## src/rtl/e1r_pkg.sv

```systemverilog
package e1r_pkg;
    localparam int CODE_W = 2;
    typedef logic [CODE_W-1:0] loop_code_t;
    localparam loop_code_t CODE_IDLE = 2'd3;

    typedef struct packed {
        logic data;
        logic fp;
    } e1_bit_t;

    function automatic logic code_is_loop(input loop_code_t c, input int n);
        return int'(c) < n;
    endfunction
endpackage

```

## src/rtl/e1r_loop_fifo.sv

```systemverilog
module e1r_loop_fifo #(
    parameter int DEPTH = 16
) (
    input  logic clk,
    input  logic rst,
    input  logic bit_en,
    input  logic oh,
    input  logic din,
    input  logic pop,
    output logic dout,
    output logic empty,
    output logic ovf_evt
);
    localparam int AW = $clog2(DEPTH);

    logic [DEPTH-1:0] mem;
    logic [AW-1:0]    wp, rp;
    logic [AW:0]      cnt;
    logic             push, do_pop, full, wr;

    assign push    = bit_en & ~oh;
    assign empty   = (cnt == '0);
    assign full    = (cnt == (AW+1)'(DEPTH));
    assign do_pop  = pop & ~empty;
    assign wr      = push & (~full | do_pop);
    assign ovf_evt = push & full & ~do_pop;
    assign dout    = mem[rp];

    always_ff @(posedge clk) begin
        if (wr) mem[wp] <= din;
    end

    always_ff @(posedge clk) begin
        if (rst) begin
            wp  <= '0;
            rp  <= '0;
            cnt <= '0;
        end else begin
            if (wr)     wp <= (wp == AW'(DEPTH-1)) ? '0 : wp + 1'b1;
            if (do_pop) rp <= (rp == AW'(DEPTH-1)) ? '0 : rp + 1'b1;
            cnt <= cnt + (AW+1)'(wr) - (AW+1)'(do_pop);
        end
    end


    oh_gate_chk: assert property (@(posedge clk) disable iff (rst)
        (bit_en && oh && !pop) |=> (cnt == $past(cnt)));
endmodule

```

## src/rtl/e1r_ts_map.sv

```systemverilog
module e1r_ts_map
    import e1r_pkg::*;
#(
    parameter int TS_NUM = 32
) (
    input  logic                      clk,
    input  logic                      rst,
    input  logic                      cfg_we,
    input  logic [$clog2(TS_NUM)-1:0] cfg_ts,
    input  loop_code_t                cfg_code,
    input  logic                      cfg_load,
    input  logic                      wrap,
    input  logic [$clog2(TS_NUM)-1:0] rd_ts,
    output loop_code_t                rd_code,
    output logic                      pending
);
    logic [TS_NUM-1:0][CODE_W-1:0] shadow, active;

    assign rd_code = active[rd_ts];

    always_ff @(posedge clk) begin
        if (rst) begin
            shadow  <= '1;
            active  <= '1;
            pending <= 1'b0;
        end else begin
            if (cfg_we) shadow[cfg_ts] <= cfg_code;
            if (wrap && pending) active <= shadow;
            pending <= (pending & ~wrap) | cfg_load;
        end
    end


    act_swap_chk: assert property (@(posedge clk) disable iff (rst)
        !wrap |=> $stable(active));

    pend_clear_chk: assert property (@(posedge clk) disable iff (rst)
        $fell(pending) |-> $past(wrap));
endmodule

```

## src/rtl/e1r_seq.sv

```systemverilog
module e1r_seq
    import e1r_pkg::*;
#(
    parameter int NUM_LOOPS = 3,
    parameter int TS_NUM    = 32,
    parameter int TS_BITS   = 8
) (
    input  logic                      clk,
    input  logic                      rst,
    input  logic                      e1_en,
    input  logic                      nom_en,
    input  logic [NUM_LOOPS:0]        ais_ctl,
    input  loop_code_t                code,
    input  logic [NUM_LOOPS-1:0]      fifo_dout,
    input  logic [NUM_LOOPS-1:0]      fifo_empty,
    input  logic [NUM_LOOPS-1:0]      ovf_evt,
    output logic [$clog2(TS_NUM)-1:0] cur_ts,
    output logic                      wrap,
    output logic [NUM_LOOPS-1:0]      pop,
    output logic                      e1_data,
    output logic                      e1_fp,
    output logic [NUM_LOOPS-1:0]      err
);
    localparam int FRAME = TS_NUM * TS_BITS;
    localparam int PW    = $clog2(FRAME);
    localparam int BW    = $clog2(TS_BITS);

    logic [PW-1:0]        pos;
    logic                 hold, tick, ais_all, is_loop, force_one, bit_v;
    logic [NUM_LOOPS-1:0] sel, udf;
    e1_bit_t              out_q;

    assign ais_all = ais_ctl[NUM_LOOPS];
    assign tick    = ais_all ? nom_en : e1_en;
    assign cur_ts  = pos[PW-1:BW];
    assign is_loop = code_is_loop(code, NUM_LOOPS);
    assign wrap    = tick & (pos == PW'(FRAME-1));

    always_comb begin
        for (int l = 0; l < NUM_LOOPS; l++) begin
            sel[l] = (int'(code) == l);
            pop[l] = tick & ~ais_all & sel[l];
        end
    end

    assign udf       = pop & fifo_empty;
    assign force_one = ais_all | hold | ~is_loop | (|udf)
                     | (|(sel & ais_ctl[NUM_LOOPS-1:0]));
    assign bit_v     = force_one | (|(sel & fifo_dout));

    always_ff @(posedge clk) begin
        if (rst) begin
            pos   <= '0;
            out_q <= '0;
            hold  <= 1'b0;
            err   <= '0;
        end else begin
            out_q.fp <= tick & (pos == '0);
            if (tick) begin
                out_q.data <= bit_v;
                pos        <= pos + 1'b1;
            end
            hold <= (hold & ~wrap) | (|udf) | (|ovf_evt);
            err  <= err | udf | ovf_evt;
        end
    end

    assign e1_data = out_q.data;
    assign e1_fp   = out_q.fp;


    ais_all_ones_chk: assert property (@(posedge clk) disable iff (rst)
        (tick && ais_all) |=> e1_data);

    fp_single_chk: assert property (@(posedge clk) disable iff (rst)
        e1_fp |=> !e1_fp);

    data_hold_chk: assert property (@(posedge clk) disable iff (rst)
        !tick |=> $stable(e1_data));

    err_sticky_chk: assert property (@(posedge clk) disable iff (rst)
        1'b1 |=> ((err & $past(err)) == $past(err)));
endmodule

```

## src/rtl/e1_reassembler.sv

```systemverilog
module e1_reassembler
    import e1r_pkg::*;
#(
    parameter int NUM_LOOPS  = 3,
    parameter int FIFO_DEPTH = 16,
    parameter int TS_NUM     = 32,
    parameter int TS_BITS    = 8
) (
    input  logic                      clk,
    input  logic                      rst,
    input  logic [NUM_LOOPS-1:0]      loop_bit_en,
    input  logic [NUM_LOOPS-1:0]      loop_oh,
    input  logic [NUM_LOOPS-1:0]      loop_data,
    input  logic                      e1_en,
    input  logic                      nom_en,
    input  logic [NUM_LOOPS:0]        ais_ctl,
    input  logic                      cfg_we,
    input  logic [$clog2(TS_NUM)-1:0] cfg_ts,
    input  logic [1:0]                cfg_code,
    input  logic                      cfg_load,
    output logic                      e1_data,
    output logic                      e1_fp,
    output logic                      gap_tick,
    output logic [NUM_LOOPS-1:0]      fifo_err,
    output logic                      load_pending
);
    localparam int TW = $clog2(TS_NUM);

    logic [NUM_LOOPS-1:0] f_dout, f_empty, f_ovf, f_pop;
    logic [TW-1:0]        cur_ts;
    logic                 wrap;
    loop_code_t           code;

    for (genvar g = 0; g < NUM_LOOPS; g++) begin : g_loop
        e1r_loop_fifo #(.DEPTH(FIFO_DEPTH)) u_fifo (
            .clk    (clk),
            .rst    (rst),
            .bit_en (loop_bit_en[g]),
            .oh     (loop_oh[g]),
            .din    (loop_data[g]),
            .pop    (f_pop[g]),
            .dout   (f_dout[g]),
            .empty  (f_empty[g]),
            .ovf_evt(f_ovf[g])
        );
    end

    e1r_ts_map #(.TS_NUM(TS_NUM)) u_map (
        .clk     (clk),
        .rst     (rst),
        .cfg_we  (cfg_we),
        .cfg_ts  (cfg_ts),
        .cfg_code(loop_code_t'(cfg_code)),
        .cfg_load(cfg_load),
        .wrap    (wrap),
        .rd_ts   (cur_ts),
        .rd_code (code),
        .pending (load_pending)
    );

    e1r_seq #(.NUM_LOOPS(NUM_LOOPS), .TS_NUM(TS_NUM), .TS_BITS(TS_BITS)) u_seq (
        .clk       (clk),
        .rst       (rst),
        .e1_en     (e1_en),
        .nom_en    (nom_en),
        .ais_ctl   (ais_ctl),
        .code      (code),
        .fifo_dout (f_dout),
        .fifo_empty(f_empty),
        .ovf_evt   (f_ovf),
        .cur_ts    (cur_ts),
        .wrap      (wrap),
        .pop       (f_pop),
        .e1_data   (e1_data),
        .e1_fp     (e1_fp),
        .err       (fifo_err)
    );

    always_ff @(posedge clk) begin
        if (rst) gap_tick <= 1'b0;
        else     gap_tick <= loop_bit_en[0] & ~loop_oh[0];
    end


    gap_src_chk: assert property (@(posedge clk) disable iff (rst)
        gap_tick |-> $past(loop_bit_en[0] && !loop_oh[0]));
endmodule

```

## config.mk

```make
export PLATFORM = sky130hd
export DESIGN_NAME = e1_reassembler
export DESIGN_NICKNAME = d
export VERILOG_FILES = /design/src/rtl/e1r_pkg.sv /design/src/rtl/e1r_loop_fifo.sv /design/src/rtl/e1r_ts_map.sv /design/src/rtl/e1r_seq.sv /design/src/rtl/e1_reassembler.sv
export SDC_FILE = /design/constraint.sdc
export NUM_CORES = 1
export LEC_CHECK = 0
export BUFFER_PORTS_ARGS = -buffer_cell sky130_fd_sc_hd__buf_4
export CORE_ASPECT_RATIO = 0.6
export CORE_MARGIN = 4
export CORE_UTILIZATION = 45
export DETAILED_ROUTE_END_ITERATION = 8
export GPL_TIMING_DRIVEN = 0
export MAX_ROUTING_LAYER = met4
export SYNTH_ARGS = -nofsm -noshare
export SYNTH_HDL_FRONTEND = slang
export SYNTH_SLANG_ARGS = --single-unit
export TNS_END_PERCENT = 30
```

## constraint.sdc

```tcl
create_clock -name clk -period 5.1 [get_ports clk]
set_input_delay 1.53 -clock clk [delete_from_list [all_inputs] [get_ports clk]]
set_output_delay 1.53 -clock clk [all_outputs]
set_load 0.01 [all_outputs]
```

==> flow_summary_export.csv <==
group,metric,value,unit
synth,synth_top_flop_cell,"dfxtp_1",
timing,hold_violations,0,
synth,ys_seq_area_share,47.28,%
drt,via_count,8179,
setup_path,critPathRequiredTime,5.47,ns
drt,first_pass_iters,5,
clock_network,h-tree-depth,1,
floorplan,die_y,128.0,um
drt,drt_wl_total,27640,um
outcome,outcome,"finished, final reports clean",
global_routing,grt_pass1_wl,43240,um
layout,syn_to_final_growth,13.03,%
drt,drt_iter0_drc,613,
floorplan,fp.coreArea,0.02335,mm^2
place,place_hpwl,20340,um
floorplan,initial_core_util,46.24,%
clock_network,clk_pin_slew,0.06,ns
place,portBuffers,31,
pwr,ir_drop,0.2292,mV
synth,synth_area_per_cell,10.38,um^2
pwr,leakage,0.004382,uW
global_routing,track_usage,21.10,%
layout,final_common_cell,"dfxtp_1",
timing,worstMarginPinSlew,0.8326,ns
timing,tns,0,ns
timing,rsz0062_at_grt,"no",
timing,setup_viol,0,
worst_hold_path,min-delay-start,"u_seq.err[2]",
clock_network,cts_setup_buffers,0,
synth,synth_edf_count,48,
clock_network,cts-root-buf,"clkbuf_16",
synth,netlist_area,0.01080,mm^2
setup_path,critPathCaptureType,"flip-flop",
place,gp_congestion,0.8571,
timing,final.period_utilization,90.99,%
place,dpl_cell_area,0.01142,mm^2
timing,final-max-slew-violation-count,0,
setup_path,r2r_start,"u_seq.pos[5]",
clock_network,cts_tree,"done",
layout,final_cell_mix,"dfxtp_1 (183), a211o_1 (129), nor2b_1 (108)",
floorplan,die_x,208.0,um
timing,fin_skew,0.009436,ns
global_routing,antenna_found_initial,0,
run,max_cap_viol_count,0,
synth,synth-warning-count,0,
setup_path,worst-path-max-fanout,11,
synth,synthArstFlopShare,0,%
clock_network,cts_sinks,231,
layout,fin_nets,1158,
setup_path,path_class,"reg2reg",
layout,nFillCells,2159,
global_routing,grt_max_degree,17,
drt,via_per_inst,5.724,
timing,fin_crit,4.640,ns
floorplan,rows,43,
clock_network,cts_inserted_buffers,23,
clock_network,clk-insertion-delay-late,0.52,ns
global_routing,grt_overflow,0,
drt,drc,0,
setup_path,crit_start,"u_seq.pos[5]",
timing,timing.fmax,0.2155,GHz
drt,wl_per_cell,19.34,um
setup_path,crit_arrival,5.01,ns
synth,ys_seq_elements,231,
synth,syn_inst,1040,
clock_network,clockBufferDepth,3,
pwr,p_per_area,339.2,mW/mm^2
floorplan,ioPinCount,33,
synth,syn-num-nets,1102,
setup_path,critPathLaunchType,"flip-flop",
timing,slew_headroom,44.37,%
worst_hold_path,hold_class,"reg2reg",
drt,ant_nets,0,
synth,synth.distinct_cells,62,
layout,fin_area,0.01220,mm^2
layout,layout-drive-gt1-share,9.614,%
global_routing,grt_pass1_vias,7363,
floorplan,die_area,0.02662,mm^2
[repair_timing]
action / in CTS / in global routing
hold buffers: 0 / 0
endpoints found under the hold margin: 0 / 0
endpoints found under the setup margin: 0 / 3
resized for setup: 0 / 3
[final timing paths]
path | endpoint | slack (ns) | depth (start not counted)
setup reg to reg | g_loop[1].u_fifo.cnt[4] | 0.46 | 16
hold / removal | u_seq.err[2] | 0.45 | 2
setup / recovery | g_loop[1].u_fifo.cnt[4] | 0.46 | 16
hold reg to reg | u_seq.err[2] | 0.45 | 2
[routing by layer]
metal	vias to the layer above	part of all wire [%]	track usage, %
li1	3909	-	-
met1	4026	55	35.42
met2	215	36	25.19
met3	29	7.3	4.524
met4	0	1.5	3.512
met5	-	0	-
[area by class of cell]
type | count | area (um^2) | share of cell area [%]
Antenna cell | 1 | 2.502 | 0.02051
Buffer | 71 | 296.5 | 2.430
Clock buffer | 32 | 619.3 | 5.075
Clock inverter | 10 | 153.9 | 1.261
Inverter | 41 | 153.9 | 1.261
Multi-Input combinational cell | 697 | 5245 | 42.98
Sequential cell | 231 | 5105 | 41.83
Tap cell | 315 | 394.1 | 3.230
Timing Repair Buffer | 31 | 232.7 | 1.907
[metrics by stage]
| step | hold slack [ns] | util (%) | instances | setup slack [ns] | total power (uW) |
|---|---|---|---|---|---|
| 6_report | 0.4455 | 52.26 | 1429 | 0.4597 | 4139 |
| 5_1_grt | 0.4683 | 52.25 | 1428 | 0.1005 | 4310 |
| 4_1_cts | 0.4495 | 52.23 | 1428 | 0.1900 | 4168 |
| 3_5_place_dp | 0.4393 | 48.92 | 1386 | 0.1868 | 2397 |
| 3_3_place_gp | 0.4358 | 48.92 | 1386 | 0.2479 | 2393 |
| 2_1_floorplan | 0.4273 | - | 1040 | 1.249 | 2265 |
[critical path: stages, from the launching register on]
cell and delay, ns:
dfxtp_1 0.37, buf_2 0.36, clkbuf_2 0.37, mux4_2 0.43
o2111ai_1 0.20, nand4_1 0.34, o31a_1 0.44, nor2_1 0.45
clkbuf_1 0.39, ha_1 0.25, inv_1 0.06, fa_1 0.41
inv_1 0.07, a21oi_1 0.06, nor2_1 0.11, or3_1 0.12
a21oi_1 0.05
[synth_stat cells (all sizes together), types with 6 or more instances]
cell type / number / area, um^2
nand2: 34 / 130.1
nor2: 74 / 277.8
a311oi: 6 / 52.55
dfxtp: 183 / 3664
edfxtp: 48 / 1441
o21ai: 18 / 90.09
clkbuf: 55 / 206.5
nand3: 14 / 70.07
inv: 41 / 153.9
nand2b: 8 / 50.05
xor2: 11 / 96.34
nand4: 6 / 37.54
ha: 33 / 412.9
and3: 89 / 556.8
xnor2: 7 / 61.31
mux4: 27 / 611.8
nor3b: 7 / 52.55
nand3b: 7 / 52.55
a21oi: 37 / 185.2
nor2b: 108 / 675.7
a211o: 129 / 1130
mux2i: 15 / 162.7
buf: 16 / 88.84
nor3: 8 / 40.04
[power by group]
| group | total (uW) | switching, uW | leakage [uW] | internal [uW] |
|---|---|---|---|---|
| combinational | 416 | 251 | 0.00209 | 165 |
| sequential | 1950 | 38.7 | 0.00192 | 1910 |
| clock | 1770 | 719 | 0.000372 | 1050 |
| total | 4140 | 1010 | 0.00438 | 3130 |
[sequential cells by signal, summed over array words and instances (netlist names), 3 cells and up]
name and flops:
u_map.active 64, u_seq.pos 8, u_map.shadow 64, g_loop.u_fifo.rp 12
g_loop.u_fifo.mem 48, u_seq.err 3, g_loop.u_fifo.cnt 15, g_loop.u_fifo.wp 12
[cell families after synthesis]
family	after synthesis	share of synthesized area, %
buffers and inverters	112	4.160
AOI/OAI and AO/OA	218	15.61
adders and majority gates	36	4.381
DFF	231	47.28
and+or+nand+nor	382	19.83
xor gates and xnor gates	18	1.460
muxes	43	7.278
Note: power is estimated with default switching activity, not from simulation.
